===== src/rtl/hpr_pkg.sv =====
// Shared definitions for the host port ready controller.
// Assumes a 16-bit host data path.
package hpr_pkg;
    localparam int HW = 16;

    // Port selector carried on the host control pins
    typedef enum logic [1:0] {
        SEL_CTRL     = 2'b00,
        SEL_ADDR     = 2'b01,
        SEL_DATA_INC = 2'b10,
        SEL_DATA_FIX = 2'b11
    } port_sel_e;

    // Control register bit positions
    localparam int CB_ERR = 0;
    localparam int CB_HI  = 1;
endpackage


===== src/rtl/hpr_fifo.sv =====
// Synchronous first-in first-out queue used on both sides of the data port.
// Assumes one clock domain. A push while full and a pop while empty are
// dropped. The head entry is shown combinationally.
module hpr_fifo #(
    parameter int WIDTH = 16,
    parameter int DEPTH = 8
) (
    input  logic             clk,
    input  logic             rst_n,
    input  logic             push,
    input  logic [WIDTH-1:0] wdata,
    input  logic             pop,
    output logic [WIDTH-1:0] head,
    output logic             full,
    output logic             empty
);
    localparam int PW = (DEPTH > 1) ? $clog2(DEPTH) : 1;
    localparam int CW = $clog2(DEPTH + 1);

    logic [WIDTH-1:0] mem [DEPTH];
    logic [PW-1:0]    wr_ptr, rd_ptr;
    logic [CW-1:0]    count;
    logic             do_push, do_pop;

    assign full    = (count == CW'(DEPTH));
    assign empty   = (count == '0);
    assign do_push = push & ~full;
    assign do_pop  = pop & ~empty;
    assign head    = mem[rd_ptr];

    function automatic logic [PW-1:0] ptr_next(input logic [PW-1:0] p);
        return (p == PW'(DEPTH - 1)) ? '0 : p + 1'b1;
    endfunction

    // Storage write, no reset needed on the array
    always_ff @(posedge clk) begin
        if (do_push) mem[wr_ptr] <= wdata;
    end

    // Pointer and occupancy bookkeeping
    always_ff @(posedge clk) begin
        if (!rst_n) begin
            wr_ptr <= '0;
            rd_ptr <= '0;
            count  <= '0;
        end else begin
            if (do_push) wr_ptr <= ptr_next(wr_ptr);
            if (do_pop)  rd_ptr <= ptr_next(rd_ptr);
            if (do_push && !do_pop)      count <= count + 1'b1;
            else if (do_pop && !do_push) count <= count - 1'b1;
        end
    end

    assert_no_overflow_R11: assert property (@(posedge clk) disable iff (!rst_n)
        (full && push && !pop) |=> (full && $stable(wr_ptr)));

    assert_no_underflow_R11: assert property (@(posedge clk) disable iff (!rst_n)
        (empty && pop && !push) |=> (empty && $stable(rd_ptr)));
endmodule


===== src/rtl/hpr_strobe_decode.sv =====
// Host cycle framing: forms the internal strobe from chip select and data
// strobe and captures the selector, direction and halfword pins on its fall.
// On its rise it reports either a completion (data strobe released) or an
// abandonment (chip select released first). Assumes synchronous host pins.
// The cyc_* outputs show the captured fields, and the live pins during the
// cycle of the fall itself.
module hpr_strobe_decode
    import hpr_pkg::*;
(
    input  logic       clk,
    input  logic       rst_n,
    input  logic       cs_n,
    input  logic       ds_n,
    input  logic       rnw,
    input  logic [1:0] ctl,
    input  logic       hsel,
    output logic       cyc_open,
    output port_sel_e  cyc_sel,
    output logic       cyc_rnw,
    output logic       cyc_hsel,
    output logic       cyc_done,
    output logic       cyc_quit
);
    logic      istrb, istrb_q, fall, rise, open_q;
    port_sel_e sel_q;
    logic      rnw_q, hsel_q;

    assign istrb = cs_n | ds_n;
    assign fall  = istrb_q & ~istrb;
    assign rise  = ~istrb_q & istrb & open_q;

    // Edge history, captured fields and open-cycle state
    always_ff @(posedge clk) begin
        if (!rst_n) begin
            istrb_q <= 1'b1;
            open_q  <= 1'b0;
            sel_q   <= SEL_CTRL;
            rnw_q   <= 1'b1;
            hsel_q  <= 1'b0;
        end else begin
            istrb_q <= istrb;
            if (fall) begin
                open_q <= 1'b1;
                sel_q  <= port_sel_e'(ctl);
                rnw_q  <= rnw;
                hsel_q <= hsel;
            end else if (rise) begin
                open_q <= 1'b0;
            end
        end
    end

    // Present the cycle fields, bypassing the capture registers on the fall
    always_comb begin
        cyc_open = fall | open_q;
        cyc_sel  = fall ? port_sel_e'(ctl) : sel_q;
        cyc_rnw  = fall ? rnw : rnw_q;
        cyc_hsel = fall ? hsel : hsel_q;
        cyc_done = rise & ds_n;
        cyc_quit = rise & ~ds_n;
    end

    assert_quit_needs_deselect_R7: assert property (@(posedge clk) disable iff (!rst_n)
        cyc_quit |-> cs_n);

    assert_fields_held_R1: assert property (@(posedge clk) disable iff (!rst_n)
        (open_q && istrb_q == istrb && !istrb) |=> ($stable(sel_q) && $stable(rnw_q) && $stable(hsel_q)));
endmodule


===== src/rtl/host_port_ready.sv =====
// Host port slave with ready handshake. Routes each host cycle to the
// control register, the address register or the data port. Holds ready low
// while the queue behind a data access cannot serve it. Records early-closed
// cycles in a sticky flag. Assumes ADDR_W between 17 and 32 and host pins
// synchronous to clk.
module host_port_ready #(
    parameter int ADDR_W     = 32,
    parameter int FIFO_DEPTH = 8
) (
    input  logic              clk,
    input  logic              rst_n,
    input  logic              h_cs_n,
    input  logic              h_ds_n,
    input  logic              h_rnw,
    input  logic [1:0]        h_ctl,
    input  logic              h_hsel,
    input  logic [15:0]       h_wdata,
    output logic [15:0]       h_rdata,
    output logic              h_rdy,
    output logic              err_flag,
    output logic [ADDR_W-1:0] dma_addr,
    input  logic              wf_pop,
    output logic [15:0]       wf_data,
    output logic              wf_valid,
    input  logic              rf_push,
    input  logic [15:0]       rf_data,
    output logic              rf_ready
);
    import hpr_pkg::*;

    localparam int HI_W = ADDR_W - HW;

    logic              cyc_open, cyc_rnw, cyc_hsel, cyc_done, cyc_quit;
    port_sel_e         cyc_sel;
    logic              is_data, res_busy, good_done, hi_half;
    logic              wf_full, wf_empty, rf_full, rf_empty;
    logic [HW-1:0]     rf_head, ctrl_rd;
    logic [ADDR_W-1:0] addr_q;
    logic              err_q, hi_first_q;

    hpr_strobe_decode u_decode (
        .clk      (clk),
        .rst_n    (rst_n),
        .cs_n     (h_cs_n),
        .ds_n     (h_ds_n),
        .rnw      (h_rnw),
        .ctl      (h_ctl),
        .hsel     (h_hsel),
        .cyc_open (cyc_open),
        .cyc_sel  (cyc_sel),
        .cyc_rnw  (cyc_rnw),
        .cyc_hsel (cyc_hsel),
        .cyc_done (cyc_done),
        .cyc_quit (cyc_quit)
    );

    // Resource readiness and the qualified completion
    always_comb begin
        is_data   = (cyc_sel == SEL_DATA_INC) || (cyc_sel == SEL_DATA_FIX);
        res_busy  = is_data & (cyc_rnw ? rf_empty : wf_full);
        h_rdy     = ~(cyc_open & ~h_cs_n & res_busy);
        good_done = cyc_done & ~res_busy;
        hi_half   = cyc_hsel ^ hi_first_q;
    end

    hpr_fifo #(.WIDTH(HW), .DEPTH(FIFO_DEPTH)) u_wfifo (
        .clk   (clk),
        .rst_n (rst_n),
        .push  (good_done & is_data & ~cyc_rnw),
        .wdata (h_wdata),
        .pop   (wf_pop),
        .head  (wf_data),
        .full  (wf_full),
        .empty (wf_empty)
    );

    hpr_fifo #(.WIDTH(HW), .DEPTH(FIFO_DEPTH)) u_rfifo (
        .clk   (clk),
        .rst_n (rst_n),
        .push  (rf_push),
        .wdata (rf_data),
        .pop   (good_done & is_data & cyc_rnw),
        .head  (rf_head),
        .full  (rf_full),
        .empty (rf_empty)
    );

    assign wf_valid = ~wf_empty;
    assign rf_ready = ~rf_full;

    // Address register: halfword writes and post-transfer increment
    always_ff @(posedge clk) begin
        if (!rst_n) begin
            addr_q <= '0;
        end else if (good_done) begin
            if (cyc_sel == SEL_ADDR && !cyc_rnw) begin
                if (hi_half) addr_q[ADDR_W-1:HW] <= h_wdata[HI_W-1:0];
                else         addr_q[HW-1:0]      <= h_wdata;
            end else if (cyc_sel == SEL_DATA_INC) begin
                addr_q <= addr_q + ADDR_W'(2);
            end
        end
    end

    // Control register: half-order bit and sticky early-close flag
    always_ff @(posedge clk) begin
        if (!rst_n) begin
            err_q      <= 1'b0;
            hi_first_q <= 1'b0;
        end else if (cyc_done && cyc_sel == SEL_CTRL && !cyc_rnw) begin
            err_q      <= 1'b0;
            hi_first_q <= h_wdata[CB_HI];
        end else if (cyc_done && res_busy) begin
            err_q <= 1'b1;
        end
    end

    // Read-data routing by the captured selector
    always_comb begin
        ctrl_rd         = '0;
        ctrl_rd[CB_ERR] = err_q;
        ctrl_rd[CB_HI]  = hi_first_q;
        unique case (cyc_sel)
            SEL_CTRL: h_rdata = ctrl_rd;
            SEL_ADDR: h_rdata = hi_half ? HW'(addr_q[ADDR_W-1:HW]) : addr_q[HW-1:0];
            default:  h_rdata = rf_head;
        endcase
    end

    assign dma_addr = addr_q;
    assign err_flag = err_q;

    assert_rdy_needs_select_R3: assert property (@(posedge clk) disable iff (!rst_n)
        h_cs_n |-> h_rdy);

    assert_err_sticky_R10: assert property (@(posedge clk) disable iff (!rst_n)
        (err_q && !(cyc_done && cyc_sel == SEL_CTRL && !cyc_rnw)) |=> err_q);

    assert_early_close_no_move_R6: assert property (@(posedge clk) disable iff (!rst_n)
        (cyc_done && res_busy) |=> ($stable(addr_q) && err_q));

    assert_step_by_two_R2: assert property (@(posedge clk) disable iff (!rst_n)
        (good_done && cyc_sel == SEL_DATA_INC) |=> (addr_q == $past(addr_q) + ADDR_W'(2)));

    assert_abandon_no_effect_R7: assert property (@(posedge clk) disable iff (!rst_n)
        cyc_quit |=> ($stable(addr_q) && $stable(err_q)));
endmodule


===== config.mk =====
export PLATFORM = sky130hd
export DESIGN_NAME = host_port_ready
export DESIGN_NICKNAME = d
export VERILOG_FILES = /design/src/rtl/hpr_pkg.sv /design/src/rtl/hpr_fifo.sv /design/src/rtl/hpr_strobe_decode.sv /design/src/rtl/host_port_ready.sv
export SDC_FILE = /design/constraint.sdc
export NUM_CORES = 1
export LEC_CHECK = 0
export ABC_AREA = 1
export BUFFER_PORTS_ARGS = -buffer_cell sky130_fd_sc_hd__buf_2
export CORE_AREA = 2 2 206 208
export DETAILED_ROUTE_END_ITERATION = 10
export DIE_AREA = 0 0 208 210
export GPL_TIMING_DRIVEN = 0
export SLEW_MARGIN = 40
export SYNTH_ARGS = -nofsm -noshare
export SYNTH_HDL_FRONTEND = slang
export SYNTH_SLANG_ARGS = --single-unit

===== constraint.sdc =====
create_clock -name clk -period 3.25 [get_ports clk]
set_input_delay 0.1625 -clock clk [delete_from_list [all_inputs] [get_ports clk]]
set_output_delay 0.1625 -clock clk [all_outputs]
set_load 0.05 [all_outputs]

-- Word-level counts from Yosys, hierarchy flattened
Memories as Yosys holds them, arrays and structs flattened. A register that Yosys moved wholly into a read port is not among the register bits.
Cells that the tools add are included.
- multiplexer cells: 28
- reduce and logical (&&, ||, !) cells: 24
- add/subtract/negate cells: 9
- eq/ne operators: 11
- bitwise operators: 29
- operator list (kind ; count):
    32-bit two-way mux ; 2
    16-bit two-way mux ; 3
    32-bit by 2-bit adder with 32-bit output (second input constant) ; 1
    16-bit case mux with 2 select lines ; 1
    3-bit two-way mux ; 8
    4-bit two-way mux ; 4
    1-bit AND ; 15
    3-bit by 1-bit adder with 3-bit output (second input constant) ; 4
    3-bit equality test (second input constant) ; 4
    1-bit inverter ; 11
    1-bit two-way mux ; 9
    4-bit by 1-bit adder with 4-bit output (second input constant) ; 2
    4-bit equality test (second input constant) ; 2
    1-bit logical AND ; 8
    4-bit logical NOT ; 2
    2-bit nonzero test ; 4
    4-bit by 1-bit subtractor with 4-bit output (second input constant) ; 2
    3-bit AND reduction ; 2
    1-bit logical NOT ; 5
    2-bit equality test (second input constant) ; 2
    2-bit != test (second input constant) ; 2
    2-bit by 1-bit equality test with 1-bit output (second input constant) ; 1
    2-bit logical NOT ; 1
    2-bit two-way mux ; 1
    4 further kinds ; 5
- logic and storage cells: 118
- input port bits: 42
- flip-flop bits (word level): 60
- output and inout bits: 68
- RAM bits: 256
- memories: 2
- memories (name ; words ; bits a word ; rd ports ; clocked after memory_dff ; wr ports ; RTL line ; source):
    u_rfifo.mem ; 8 ; 16 ; 1 ; 1 ; 1 ; hpr_fifo.sv:20 ; logic [WIDTH-1:0] mem [DEPTH];
    u_wfifo.mem ; 8 ; 16 ; 1 ; 1 ; 1 ; hpr_fifo.sv:20 ;

-- Logic depth before layout (Yosys ltp)
Gate-level depths: netlist of the first run.
- word-level depth: 16
- gate-level depth with buffers: 18
- gate-level depth less buffers: 17

-- Hierarchy
From an unflattened synthesis of the first run, not the netlist that was laid out.
- cell total of the unflattened synthesis: 1593
- area total of the unflattened synthesis: 14631.5 um^2
- by module, submodules not included (module ; sequential area each (um^2) ; cells an instance ; area each (um^2) ; times used):
    hpr_fifo (u_rfifo) ; 4103.9 ; 524 ; 5785.5 ; 1
    hpr_fifo (u_wfifo) ; 4103.9 ; 523 ; 5781.8 ; 1
    host_port_ready ; 680.7 ; 500 ; 2770.2 ; 1
    hpr_strobe_decode ; 120.1 ; 46 ; 294.0 ; 1

-- Least setup slack after synthesis of the first run
Ideal clock, no wire load.
- path kind: reg2reg
- from: register u_rfifo.count[0]
- to: register u_rfifo.count[3]
- stages on the path, launching flop included: 16
- period minus slack after synthesis: 2.526 ns
- arrival: 2.406 ns
- buffers on the path: 0
- required time: 3.131 ns
- library setup time: 0.119 ns
- path slack: 0.724 ns
- cells stage by stage: dfxtp_1 -> nor2_1 -> nand3_1 -> nand2_1 -> inv_1 -> ha_1 -> inv_1 -> ha_1 -> nand2_1 -> nand2_1 -> a21oi_1 -> nor2_1 -> nor2_1 -> nand2_1 -> o21ai_0 -> a21oi_1
- elaborated cells between the ends (all ways): 21
- those cells by class: 2 x add/sub; 1 x eq/ne; 3 x mux; 9 x bitwise; 6 x reduce/logical
- RTL lines (what ; RTL line ; source):
    from (decl) ; hpr_fifo.sv:22 ; logic [CW-1:0] count;
    from (signal assigned) ; hpr_fifo.sv:49 ; if (do_push && !do_pop) count <= count + 1'b1;
    from (signal assigned) ; hpr_fifo.sv:50 ; else if (do_pop && !do_push) count <= count - 1'b1;
    4-bit equality test (*) ; hpr_fifo.sv:25 ; assign full = (count == CW'(DEPTH));
    1-bit inverter (*) ; - ;
    via rf_ready ; host_port_ready.sv:27 ; output logic rf_ready
    1-bit AND (*) ; hpr_fifo.sv:27 ; assign do_push = push & ~full;
    via u_rfifo.do_push ; hpr_fifo.sv:23 ; logic do_push, do_pop;
    1-bit logical NOT ; hpr_fifo.sv:50 ;
    1-bit logical AND ; hpr_fifo.sv:50 ;
    2-bit nonzero test (no source line) ; - ;
Mark *: on every way through the listed nets, which the timed path passes. The rest lies on a longest branch. The select of a mux whose other input is x is not followed.
A chain may end at the register's enable or synchronous reset.

-- Final worst setup path of the first run
- from: register u_decode.istrb_q
- to: output port h_rdata[10]
- longest elaborated chain between the ends: 5
- elaborated cells between the ends (all ways): 8
- those cells by class: 1 x eq/ne; 4 x mux; 2 x bitwise; 1 x reduce/logical
- ends and longest elaborated chain (what ; RTL line ; source):
    from (decl) ; hpr_strobe_decode.sv:24 ; logic istrb, istrb_q, fall, rise, open_q;
    from (signal assigned) ; hpr_strobe_decode.sv:41 ; istrb_q <= istrb;
    1-bit AND (*) ; hpr_strobe_decode.sv:29 ; assign fall = istrb_q & ~istrb;
    1-bit two-way mux ; hpr_strobe_decode.sv:58 ; cyc_hsel = fall ? hsel : hsel_q;
    1-bit XOR ; host_port_ready.sv:63 ; hi_half = cyc_hsel ^ hi_first_q;
    16-bit two-way mux ; host_port_ready.sv:125 ; SEL_ADDR: h_rdata = hi_half ? HW'(addr_q[ADDR_W-1:HW]) : addr_q[HW-1:0];
    16-bit case mux with 2 select lines (*) ; host_port_ready.sv:123 ; unique case (cyc_sel)
    to (decl) ; host_port_ready.sv:18 ; output logic [15:0] h_rdata,
Mark *: on every way between the ends. The rest lies on a longest branch, timed or not.

==> results of run 1 <==
==> per-stage QoR <==
stage          hold WS, ns  worst slack [ns]
2_1_floorplan        0.261             0.724
3_3_place_gp         0.427            0.0383
3_5_place_dp         0.431             0.395
4_1_cts            0.00491             0.261
5_1_grt             0.0143             0.113
6_report            0.0147             0.297
==> power by group through the flow <==
stage / sequential (W) / clock (W) / combinational (W)
2_1_floorplan: 0.00472 / 0 / 0.00153
3_3_place_gp: 0.00473 / 0 / 0.00216
3_5_place_dp: 0.00473 / 0 / 0.00223
4_1_cts: 0.00465 / 0.00413 / 0.00227
6_report: 0.00465 / 0.00406 / 0.00226
5_1_grt: 0.00466 / 0.00432 / 0.00245
==> critical path, stage by stage (launching register included) <==
cell and delay, ns:
sky130_fd_sc_hd__dfxtp_1 0.31, sky130_fd_sc_hd__buf_2 0.22, sky130_fd_sc_hd__nand2_4 0.12, sky130_fd_sc_hd__nand2_2 0.09
sky130_fd_sc_hd__nand2_4 0.10, sky130_fd_sc_hd__inv_2 0.09, sky130_fd_sc_hd__buf_6 0.16, sky130_fd_sc_hd__clkbuf_1 0.47
sky130_fd_sc_hd__o211ai_1 0.27, sky130_fd_sc_hd__nand2_1 0.16, sky130_fd_sc_hd__buf_2 0.28
==> how the worst max path moves through the flow <==
stage,start,to,slack (ns),depth (start not counted)
6_report,u_decode.istrb_q$_SDFF_PN1_,h_rdata[10],0.30,10
5_1_grt,u_decode.istrb_q$_SDFF_PN1_,h_rdata[10],0.11,10
4_1_cts,u_decode.istrb_q$_SDFF_PN1_,h_rdata[10],0.26,10
3_5_place_dp,u_decode.istrb_q$_SDFF_PN1_,u_rfifo.count[3]$_SDFFE_PN0P_,0.39,18
3_3_place_gp,u_decode.istrb_q$_SDFF_PN1_,u_wfifo.mem[1][7]$_DFFE_PP_,0.04,10
2_1_floorplan,u_rfifo.count[0]$_SDFFE_PN0P_,u_rfifo.count[3]$_SDFFE_PN0P_,0.72,15
==> cell type report <==
type	instances	area [um2]	area share (%)
multi-input cells	955	4790	27.7
flip-flops and latches	322	9010	52.1
clock inverters	22	220	1.27
repair buffers	149	1020	5.87
clock buffers	44	962	5.56
inverters	91	342	1.97
plain buffers	65	288	1.66
well taps	539	674	3.90
==> synthesized netlist by cell type (2+ instances only) <==
cell                       number
sky130_fd_sc_hd__o21ai_0      131
sky130_fd_sc_hd__nand2_2        7
sky130_fd_sc_hd__nor2_1       314
sky130_fd_sc_hd__nand2_4        4
sky130_fd_sc_hd__a31oi_1       16
sky130_fd_sc_hd__fa_1           2
sky130_fd_sc_hd__a21oi_1       30
sky130_fd_sc_hd__o221ai_1      21
sky130_fd_sc_hd__nand3b_1       3
sky130_fd_sc_hd__inv_1         84
sky130_fd_sc_hd__xor2_1        13
sky130_fd_sc_hd__nand2_1      259
sky130_fd_sc_hd__o22ai_1       16
sky130_fd_sc_hd__buf_2         11
sky130_fd_sc_hd__clkbuf_1      42
sky130_fd_sc_hd__edfxtp_1     256
sky130_fd_sc_hd__nand4_1        8
sky130_fd_sc_hd__dfxtp_1       66
sky130_fd_sc_hd__nand3_2        4
sky130_fd_sc_hd__o32ai_1        8
sky130_fd_sc_hd__o211ai_1      26
sky130_fd_sc_hd__mux2i_1       20
sky130_fd_sc_hd__clkinv_1       3
sky130_fd_sc_hd__ha_1          15
sky130_fd_sc_hd__inv_2          4
sky130_fd_sc_hd__buf_6          3
sky130_fd_sc_hd__buf_4          2
sky130_fd_sc_hd__buf_1          7
sky130_fd_sc_hd__nand3_1       50
==> routing by layer <==
layer  vias up  share of wire, %
met1      5235                41
met3        73               6.6
met2       353                49
met5         -                 0
met4         0               2.7
li1       5322                 -
==> state kept, by name, summed over array words and instances, names as in the netlist, 2 cells and up, named ones only <==
name / count
u_rfifo.rd_ptr: 3
u_decode.sel_q: 2
u_rfifo.wr_ptr: 3
dma_addr: 32
u_wfifo.count: 4
u_wfifo.mem: 128
u_rfifo.count: 4
u_wfifo.wr_ptr: 3
u_wfifo.rd_ptr: 3
u_rfifo.mem: 128
==> cells by family after synthesis <==
group                      after synthesis
adders and majority gates               17
AOI/OAI and AO/OA                      250
xor gates and xnor gates                13
DFF                                    322
and+or+nand+nor                        655
buffers and inverters                  156
muxes                                   20
==> flow_results.xml, run 1 <==
<?xml version="1.0" encoding="UTF-8"?>
<metrics>
  <group name="global_route">
    <metric name="grt.met2_usage" unit="%">33.1</metric>
    <metric name="antenna_found_initial" unit="">0</metric>
    <metric name="grt_use_met3" unit="%">3.64</metric>
    <metric name="grt_remaining_overflow" unit="">0</metric>
    <metric name="global_route.peak_usage_layer" unit="">met2</metric>
    <metric name="track_usage" unit="%">18.6</metric>
    <metric name="largest_net_degree_at_the_start_of_global_routing" unit="">17</metric>
    <metric name="first_global_vias" unit="">10747</metric>
    <metric name="gr-usage-met1" unit="%">23.1</metric>
    <metric name="grt_first_pass_wirelength" unit="mm">62.8</metric>
  </group>
  <group name="die">
    <metric name="placement_rows" unit="">75</metric>
    <metric name="design.die.area" unit="um2">43700</metric>
    <metric name="io-pin-count" unit="">110</metric>
    <metric name="initial_utilization" unit="%">34.5</metric>
    <metric name="design.core.area" unit="um2">41500</metric>
    <metric name="die-width" unit="um">208</metric>
    <metric name="fp.dieH" unit="um">210</metric>
  </group>
  <group name="finish">
    <metric name="finalInstanceArea" unit="um2">17300</metric>
    <metric name="layout.filler_cells" unit="">3995</metric>
    <metric name="proportion_of_layout_cells_with_a_drive_suffix_above_1" unit="%">13.6</metric>
    <metric name="final_cell_mix" unit="">298 x sky130_fd_sc_hd__nor2_1, 259 x sky130_fd_sc_hd__nand2_1, 256 x sky130_fd_sc_hd__edfxtp_1</metric>
    <metric name="layout.core_utilization" unit="%">41.7</metric>
    <metric name="mostFrequentLayoutCell" unit="">sky130_fd_sc_hd__nor2_1</metric>
    <metric name="num_antenna_cells" unit="">0</metric>
    <metric name="nets" unit="">1679</metric>
    <metric name="area_growth_syn_to_layout" unit="%">20.9</metric>
    <metric name="final_cells" unit="">2187</metric>
  </group>
  <group name="timing">
    <metric name="hold_viol_final" unit="">0</metric>
    <metric name="final.setup.tns" unit="ns">0</metric>
    <metric name="period_share" unit="%">90.8</metric>
    <metric name="maxSlewHeadroom" unit="%">51.2</metric>
    <metric name="tightest_slew" unit="ns">0.731</metric>
    <metric name="fmax" unit="MHz">339</metric>
    <metric name="number_of_slew_limit_violations_in_the_final_report" unit="">0</metric>
    <metric name="period_needed" unit="ns">2.95</metric>
    <metric name="final.setup_skew" unit="ns">0.0233</metric>
    <metric name="rsz0062_at_grt" unit="">false</metric>
    <metric name="setup_violations" unit="">0</metric>
  </group>
  <group name="synth">
    <metric name="synth-simple-area-share" unit="%">18.6</metric>
    <metric name="synth.cell_area" unit="um2">14300</metric>
    <metric name="mux_share_of_post_synthesis_cell_area" unit="%">1.40</metric>
    <metric name="synth_top_flop_cell" unit="">sky130_fd_sc_hd__edfxtp_1</metric>
    <metric name="yosys_register_bits" unit="">322</metric>
    <metric name="synth_top_family_by_area" unit="">simple AND/OR/NAND/NOR gates</metric>
    <metric name="yosys.area.top_type" unit="">sky130_fd_sc_hd__edfxtp_1</metric>
    <metric name="ys_async_sr_fraction" unit="%">0</metric>
    <metric name="synth_top_cell_area_share" unit="%">53.7</metric>
    <metric name="synth_area_per_cell" unit="um2">9.99</metric>
    <metric name="synth-compound-area-share" unit="%">10.3</metric>
    <metric name="syn-instance-count" unit="">1433</metric>
    <metric name="netlist-cell-type-count" unit="">37</metric>
    <metric name="synth_fa_ha_area_share" unit="%">1.59</metric>
    <metric name="synth-seq-area-share" unit="%">62.9</metric>
    <metric name="ys_warn_count" unit="">0</metric>
    <metric name="post_synth_main_area_contributors" unit="">sky130_fd_sc_hd__edfxtp_1 54%, sky130_fd_sc_hd__dfxtp_1 9.2%, sky130_fd_sc_hd__nor2_1 8.2%, sky130_fd_sc_hd__nand2_1 6.8%, sky130_fd_sc_hd__o21ai_0 4.6%</metric>
    <metric name="synth_nets" unit="">1492</metric>
    <metric name="synth_enable_flop_cells" unit="">256</metric>
    <metric name="yosys.area_share.xor_xnor" unit="%">0.796</metric>
  </group>
  <group name="pwr">
    <metric name="power.sequential.fraction" unit="%">42.4</metric>
    <metric name="power.switching_fraction" unit="%">30.8</metric>
    <metric name="static_leakage" unit="nW">6.53</metric>
    <metric name="clock_power_share" unit="%">37.0</metric>
    <metric name="peak_supply_drop" unit="mV">0.493</metric>
    <metric name="comb_power_share" unit="%">20.6</metric>
    <metric name="total_power" unit="W">0.0110</metric>
    <metric name="power_density_relative_to_cell_area" unit="nW/um2">633</metric>
    <metric name="switchingPower" unit="W">0.00338</metric>
    <metric name="p_int" unit="W">0.00758</metric>
  </group>
  <group name="place">
    <metric name="dp_cells" unit="">2088</metric>
    <metric name="port_buffers" unit="">108</metric>
    <metric name="detailed_place_hpwl" unit="mm">29.2</metric>
    <metric name="globalplace.congestion" unit="">0.932</metric>
    <metric name="placement.cell_area" unit="um2">15800</metric>
  </group>
  <group name="clock_tree">
    <metric name="htreeDepth" unit="">2</metric>
    <metric name="cts_inserted_buffers" unit="">36</metric>
    <metric name="postCtsSetupBuffers" unit="">0</metric>
    <metric name="cts_tree" unit="">yes</metric>
    <metric name="hold_buffer_count_at_cts" unit="">32</metric>
    <metric name="clk_pin_slew_worst_paths" unit="ns">0.06</metric>
    <metric name="cts.root.buffer_cell" unit="">sky130_fd_sc_hd__clkbuf_16</metric>
    <metric name="clockBufferDepth" unit="">3</metric>
    <metric name="clk-insertion-delay-late" unit="ns">0.53</metric>
    <metric name="post_cts.resized_instances" unit="">0</metric>
    <metric name="clock_sink_count" unit="">322</metric>
  </group>
  <group name="critical_path">
    <metric name="criticalPathCategory" unit="">flop to output port</metric>
    <metric name="cp-end-kind" unit="">output port</metric>
    <metric name="cp_max_fo" unit="">10</metric>
    <metric name="worst_r2r_endpoint" unit="">u_rfifo.count[3]$_SDFFE_PN0P_</metric>
    <metric name="worst_r2r_path_depth" unit="">18</metric>
    <metric name="wp_data_arrival" unit="ns">2.79</metric>
    <metric name="rrSetupSlack" unit="ns">0.40</metric>
    <metric name="cp_data_required_time" unit="ns">3.09</metric>
    <metric name="reg2reg_from" unit="">u_decode.istrb_q$_SDFF_PN1_</metric>
    <metric name="cp-start-kind" unit="">flop</metric>
  </group>
  <group name="drt">
    <metric name="drc_violations" unit="">0</metric>
    <metric name="detail_route.vias_per_cell" unit="">5.02</metric>
    <metric name="drt-pass1-iter-count" unit="">6</metric>
    <metric name="drt_first_iter_violations" unit="">964</metric>
    <metric name="route.detailed.wl_per_inst" unit="um">18.8</metric>
    <metric name="drt_wl_total" unit="mm">41.0</metric>
    <metric name="number_of_vias_after_detailed_routing" unit="">10983</metric>
    <metric name="antenna_violating_nets_post_route" unit="">0</metric>
  </group>
  <group name="worst_hold_path">
    <metric name="hold_depth" unit="">1</metric>
    <metric name="hp-class" unit="">input port to flop</metric>
    <metric name="holdCritStartpoint" unit="">h_wdata[0]</metric>
    <metric name="hold_path_end" unit="">u_wfifo.mem[1][0]$_DFFE_PP_</metric>
  </group>
  <group name="job">
    <metric name="timing.max_cap.violations" unit="">0</metric>
  </group>
  <group name="status">
    <metric name="run_status" unit="">finished, final reports clean</metric>
  </group>
</metrics>
No activity file was read; power rests on OpenSTA's default activity.
==> inputs of run 2 (changes only) <==
- CORE_AREA: 2 2 206 208 -> 3 3 207 209
- DIE_AREA: 0 0 208 210 -> 0 0 210 212
==> run 2 against run 1 <==
Effect of this change: clock power is 6.9% lower; first-iteration DRC count stayed put; clock-buffer cell count is 3 higher; routed wire length is 1.2% higher; critical path depth is 2 lower; hold slack better by 0.027 ns; sequential cell count stayed put.
==> flow_results.xml, run 2 (synthesis gave the netlist of run 1 again) <==
<?xml version="1.0" encoding="UTF-8"?>
<metrics>
  <group name="status">
    <metric name="run_status" unit="">finished, final reports clean</metric>
  </group>
  <group name="die">
    <metric name="initial_utilization" unit="%">34.9</metric>
    <metric name="io-pin-count" unit="">110</metric>
    <metric name="design.die.area" unit="um2">44500</metric>
    <metric name="fp.dieH" unit="um">212</metric>
    <metric name="placement_rows" unit="">74</metric>
    <metric name="die-width" unit="um">210</metric>
    <metric name="design.core.area" unit="um2">41000</metric>
  </group>
  <group name="timing">
    <metric name="setup_violations" unit="">0</metric>
    <metric name="maxSlewHeadroom" unit="%">49.7</metric>
    <metric name="minimum_setup_slack_in_the_final_design" unit="ns">0.343</metric>
    <metric name="fmax" unit="MHz">344</metric>
    <metric name="hold_viol_final" unit="">0</metric>
    <metric name="tightest_slew" unit="ns">0.755</metric>
    <metric name="period_needed" unit="ns">2.91</metric>
    <metric name="final.setup.tns" unit="ns">0</metric>
    <metric name="rsz0062_at_grt" unit="">false</metric>
    <metric name="period_share" unit="%">89.5</metric>
    <metric name="worst_hold_slack" unit="ns">0.0418</metric>
    <metric name="final.setup_skew" unit="ns">0.0176</metric>
    <metric name="number_of_slew_limit_violations_in_the_final_report" unit="">0</metric>
  </group>
  <group name="critical_path">
    <metric name="cpLargestDelayFamily" unit="">buffers and inverters</metric>
    <metric name="worst_r2r_path_depth" unit="">14</metric>
    <metric name="reg2reg_from" unit="">u_decode.istrb_q$_SDFF_PN1_</metric>
    <metric name="cp-end-kind" unit="">output port</metric>
    <metric name="rrSetupSlack" unit="ns">0.36</metric>
    <metric name="crit_cells" unit="">8</metric>
    <metric name="criticalPathCategory" unit="">flop to output port</metric>
    <metric name="critical_path.most_common_cell" unit="">sky130_fd_sc_hd__buf_2</metric>
    <metric name="cp_data_required_time" unit="ns">3.09</metric>
    <metric name="worst-path-buf-inv" unit="">4</metric>
    <metric name="critical_path_s_slowest_cell" unit="">sky130_fd_sc_hd__clkbuf_1</metric>
    <metric name="critical_path.cell_chain" unit="">buf_2 &gt; clkinv_1 &gt; clkbuf_1 &gt; nor2_1 &gt; o32ai_1 &gt; o211ai_1 &gt; nand2_1 &gt; buf_2</metric>
    <metric name="critPathMaxStageDelay" unit="ns">0.39</metric>
    <metric name="cp-start-kind" unit="">flop</metric>
    <metric name="cp_max_fo" unit="">10</metric>
    <metric name="worst_r2r_endpoint" unit="">u_rfifo.count[3]$_SDFFE_PN0P_</metric>
    <metric name="crit_path_to" unit="">h_rdata[14]</metric>
    <metric name="wp_data_arrival" unit="ns">2.74</metric>
  </group>
  <group name="clock_tree">
    <metric name="postCtsSetupBuffers" unit="">0</metric>
    <metric name="clock_sink_count" unit="">322</metric>
    <metric name="htreeDepth" unit="">2</metric>
    <metric name="cts.root.buffer_cell" unit="">sky130_fd_sc_hd__clkbuf_16</metric>
    <metric name="clockBufferDepth" unit="">3</metric>
    <metric name="clk_pin_slew_worst_paths" unit="ns">0.06</metric>
    <metric name="clk-insertion-delay-late" unit="ns">0.53</metric>
    <metric name="cts_tree" unit="">yes</metric>
    <metric name="post_cts.resized_instances" unit="">0</metric>
    <metric name="cts_inserted_buffers" unit="">36</metric>
  </group>
  <group name="finish">
    <metric name="mostFrequentLayoutCell" unit="">sky130_fd_sc_hd__nor2_1</metric>
    <metric name="area_growth_syn_to_layout" unit="%">20.3</metric>
    <metric name="finalInstanceArea" unit="um2">17200</metric>
    <metric name="final_cell_mix" unit="">298 x sky130_fd_sc_hd__nor2_1, 259 x sky130_fd_sc_hd__nand2_1, 256 x sky130_fd_sc_hd__edfxtp_1</metric>
    <metric name="nets" unit="">1680</metric>
    <metric name="proportion_of_layout_cells_with_a_drive_suffix_above_1" unit="%">13.1</metric>
    <metric name="num_antenna_cells" unit="">0</metric>
    <metric name="layout.filler_cells" unit="">3905</metric>
    <metric name="layout.core_utilization" unit="%">42.0</metric>
  </group>
  <group name="drt">
    <metric name="drt_wl_total" unit="mm">41.5</metric>
    <metric name="antenna_violating_nets_post_route" unit="">0</metric>
    <metric name="drt_first_iter_violations" unit="">964</metric>
    <metric name="drt-pass1-iter-count" unit="">5</metric>
    <metric name="drc_violations" unit="">0</metric>
    <metric name="route.met2.wl" unit="mm">20.3</metric>
    <metric name="detail_route.wirelength.met1" unit="mm">17.2</metric>
    <metric name="number_of_vias_after_detailed_routing" unit="">11060</metric>
    <metric name="detail_route.vias_per_cell" unit="">5.08</metric>
    <metric name="route.detailed.wl_per_inst" unit="um">19.1</metric>
    <metric name="met3WireLength" unit="mm">2.84</metric>
    <metric name="highest-signal-layer" unit="">met4</metric>
  </group>
  <group name="pwr">
    <metric name="peak_supply_drop" unit="mV">0.422</metric>
    <metric name="power.sequential.fraction" unit="%">43.6</metric>
    <metric name="power.switching_fraction" unit="%">31.6</metric>
    <metric name="comb_power_share" unit="%">21.0</metric>
    <metric name="static_leakage" unit="nW">6.49</metric>
    <metric name="switchingPower" unit="W">0.00337</metric>
    <metric name="power_density_relative_to_cell_area" unit="nW/um2">619</metric>
    <metric name="p_int" unit="W">0.00730</metric>
    <metric name="clock_power_share" unit="%">35.4</metric>
  </group>
  <group name="place">
    <metric name="placement.cell_area" unit="um2">15800</metric>
    <metric name="detailed_place_hpwl" unit="mm">29.6</metric>
    <metric name="globalplace.congestion" unit="">0.869</metric>
    <metric name="port_buffers" unit="">108</metric>
    <metric name="dpl_worst_slack" unit="ns">0.405</metric>
  </group>
  <group name="global_route">
    <metric name="first_global_vias" unit="">10923</metric>
    <metric name="grt_first_pass_wirelength" unit="mm">63.1</metric>
    <metric name="antenna_found_initial" unit="">0</metric>
    <metric name="grt_remaining_overflow" unit="">0</metric>
    <metric name="track_usage" unit="%">18.4</metric>
    <metric name="largest_net_degree_at_the_start_of_global_routing" unit="">17</metric>
  </group>
  <group name="worst_hold_path">
    <metric name="hp-class" unit="">input port to flop</metric>
  </group>
  <group name="job">
    <metric name="timing.max_cap.violations" unit="">0</metric>
  </group>
</metrics>
run 2: layout make-up:
type                            count  area, um2  area share [%]
Buffer                             65        288            1.67
Clock inverter                     17       97.6           0.567
Clock buffer                       47        985            5.72
Sequential cell                   322       9010            52.3
Inverter                           91        342            1.98
Tap cell                          532        666            3.87
Timing Repair Buffer              150       1040            6.03
Multi-Input combinational cell    955       4790            27.8
run 2: repair_timing:
item                                   4_1_cts  5_1_grt
hold buffers                                34        0
setup endpoints to repair                    0        0
endpoints found under the hold margin      248        0
run 2: how the worst min path moves through the flow:
stage | from | cells after the start | slack [ns] | endpoint
2_1_floorplan | h_ds_n | 2 | 0.26 | u_decode.istrb_q$_SDFF_PN1_
3_3_place_gp | rf_data[5] | 1 | 0.43 | u_rfifo.mem[1][5]$_DFFE_PP_
3_5_place_dp | rf_data[6] | 1 | 0.44 | u_rfifo.mem[3][6]$_DFFE_PP_
4_1_cts | h_wdata[8] | 1 | 0.03 | u_wfifo.mem[0][8]$_DFFE_PP_
5_1_grt | h_wdata[8] | 1 | 0.04 | u_wfifo.mem[0][8]$_DFFE_PP_
6_report | wf_pop | 4 | 0.04 | flop
run 2: power by group through the flow:
stage | Sequential [W] | Combinational [W] | Clock (W)
final | 0.00465 | 0.00224 | 0.00378
after global routing | 0.00466 | 0.00244 | 0.00400
after global placement | 0.00473 | 0.00213 | 0
after CTS | 0.00465 | 0.00225 | 0.00383
after floorplan | 0.00472 | 0.00153 | 0
after detailed placement | 0.00473 | 0.00221 | 0
run 2: worst register-to-register path, stage by stage, from the launching register on:
cell and delay (ns):
sky130_fd_sc_hd__dfxtp_1 0.30, sky130_fd_sc_hd__buf_2 0.18, sky130_fd_sc_hd__nor3b_1 0.55, sky130_fd_sc_hd__nand4_1 0.38, sky130_fd_sc_hd__ha_1 0.35, sky130_fd_sc_hd__inv_1 0.12, sky130_fd_sc_hd__ha_1 0.24, sky130_fd_sc_hd__nand2_1 0.06
sky130_fd_sc_hd__nand2_1 0.05, sky130_fd_sc_hd__a21oi_1 0.17, sky130_fd_sc_hd__nor2_1 0.06, sky130_fd_sc_hd__nor2_1 0.08, sky130_fd_sc_hd__nand2_1 0.06, sky130_fd_sc_hd__o21ai_0 0.15, sky130_fd_sc_hd__a21oi_1 0.06
run 2: metrics by stage:
step | total power, W | std cells
after floorplan | 0.00626 | 1433
after global placement | 0.00687 | 2073
after detailed placement | 0.00694 | 2081
after CTS | 0.0107 | 2179
after global routing | 0.0111 | 2179
final | 0.0107 | 2179
run 2: per-layer routing:
metal / track usage, % / vias up
li1: - / 5323
met1: 23.2 / 5274
met2: 32.3 / 379
met3: 3.20 / 84
met4: 6.35 / 0
met5: 0 / -
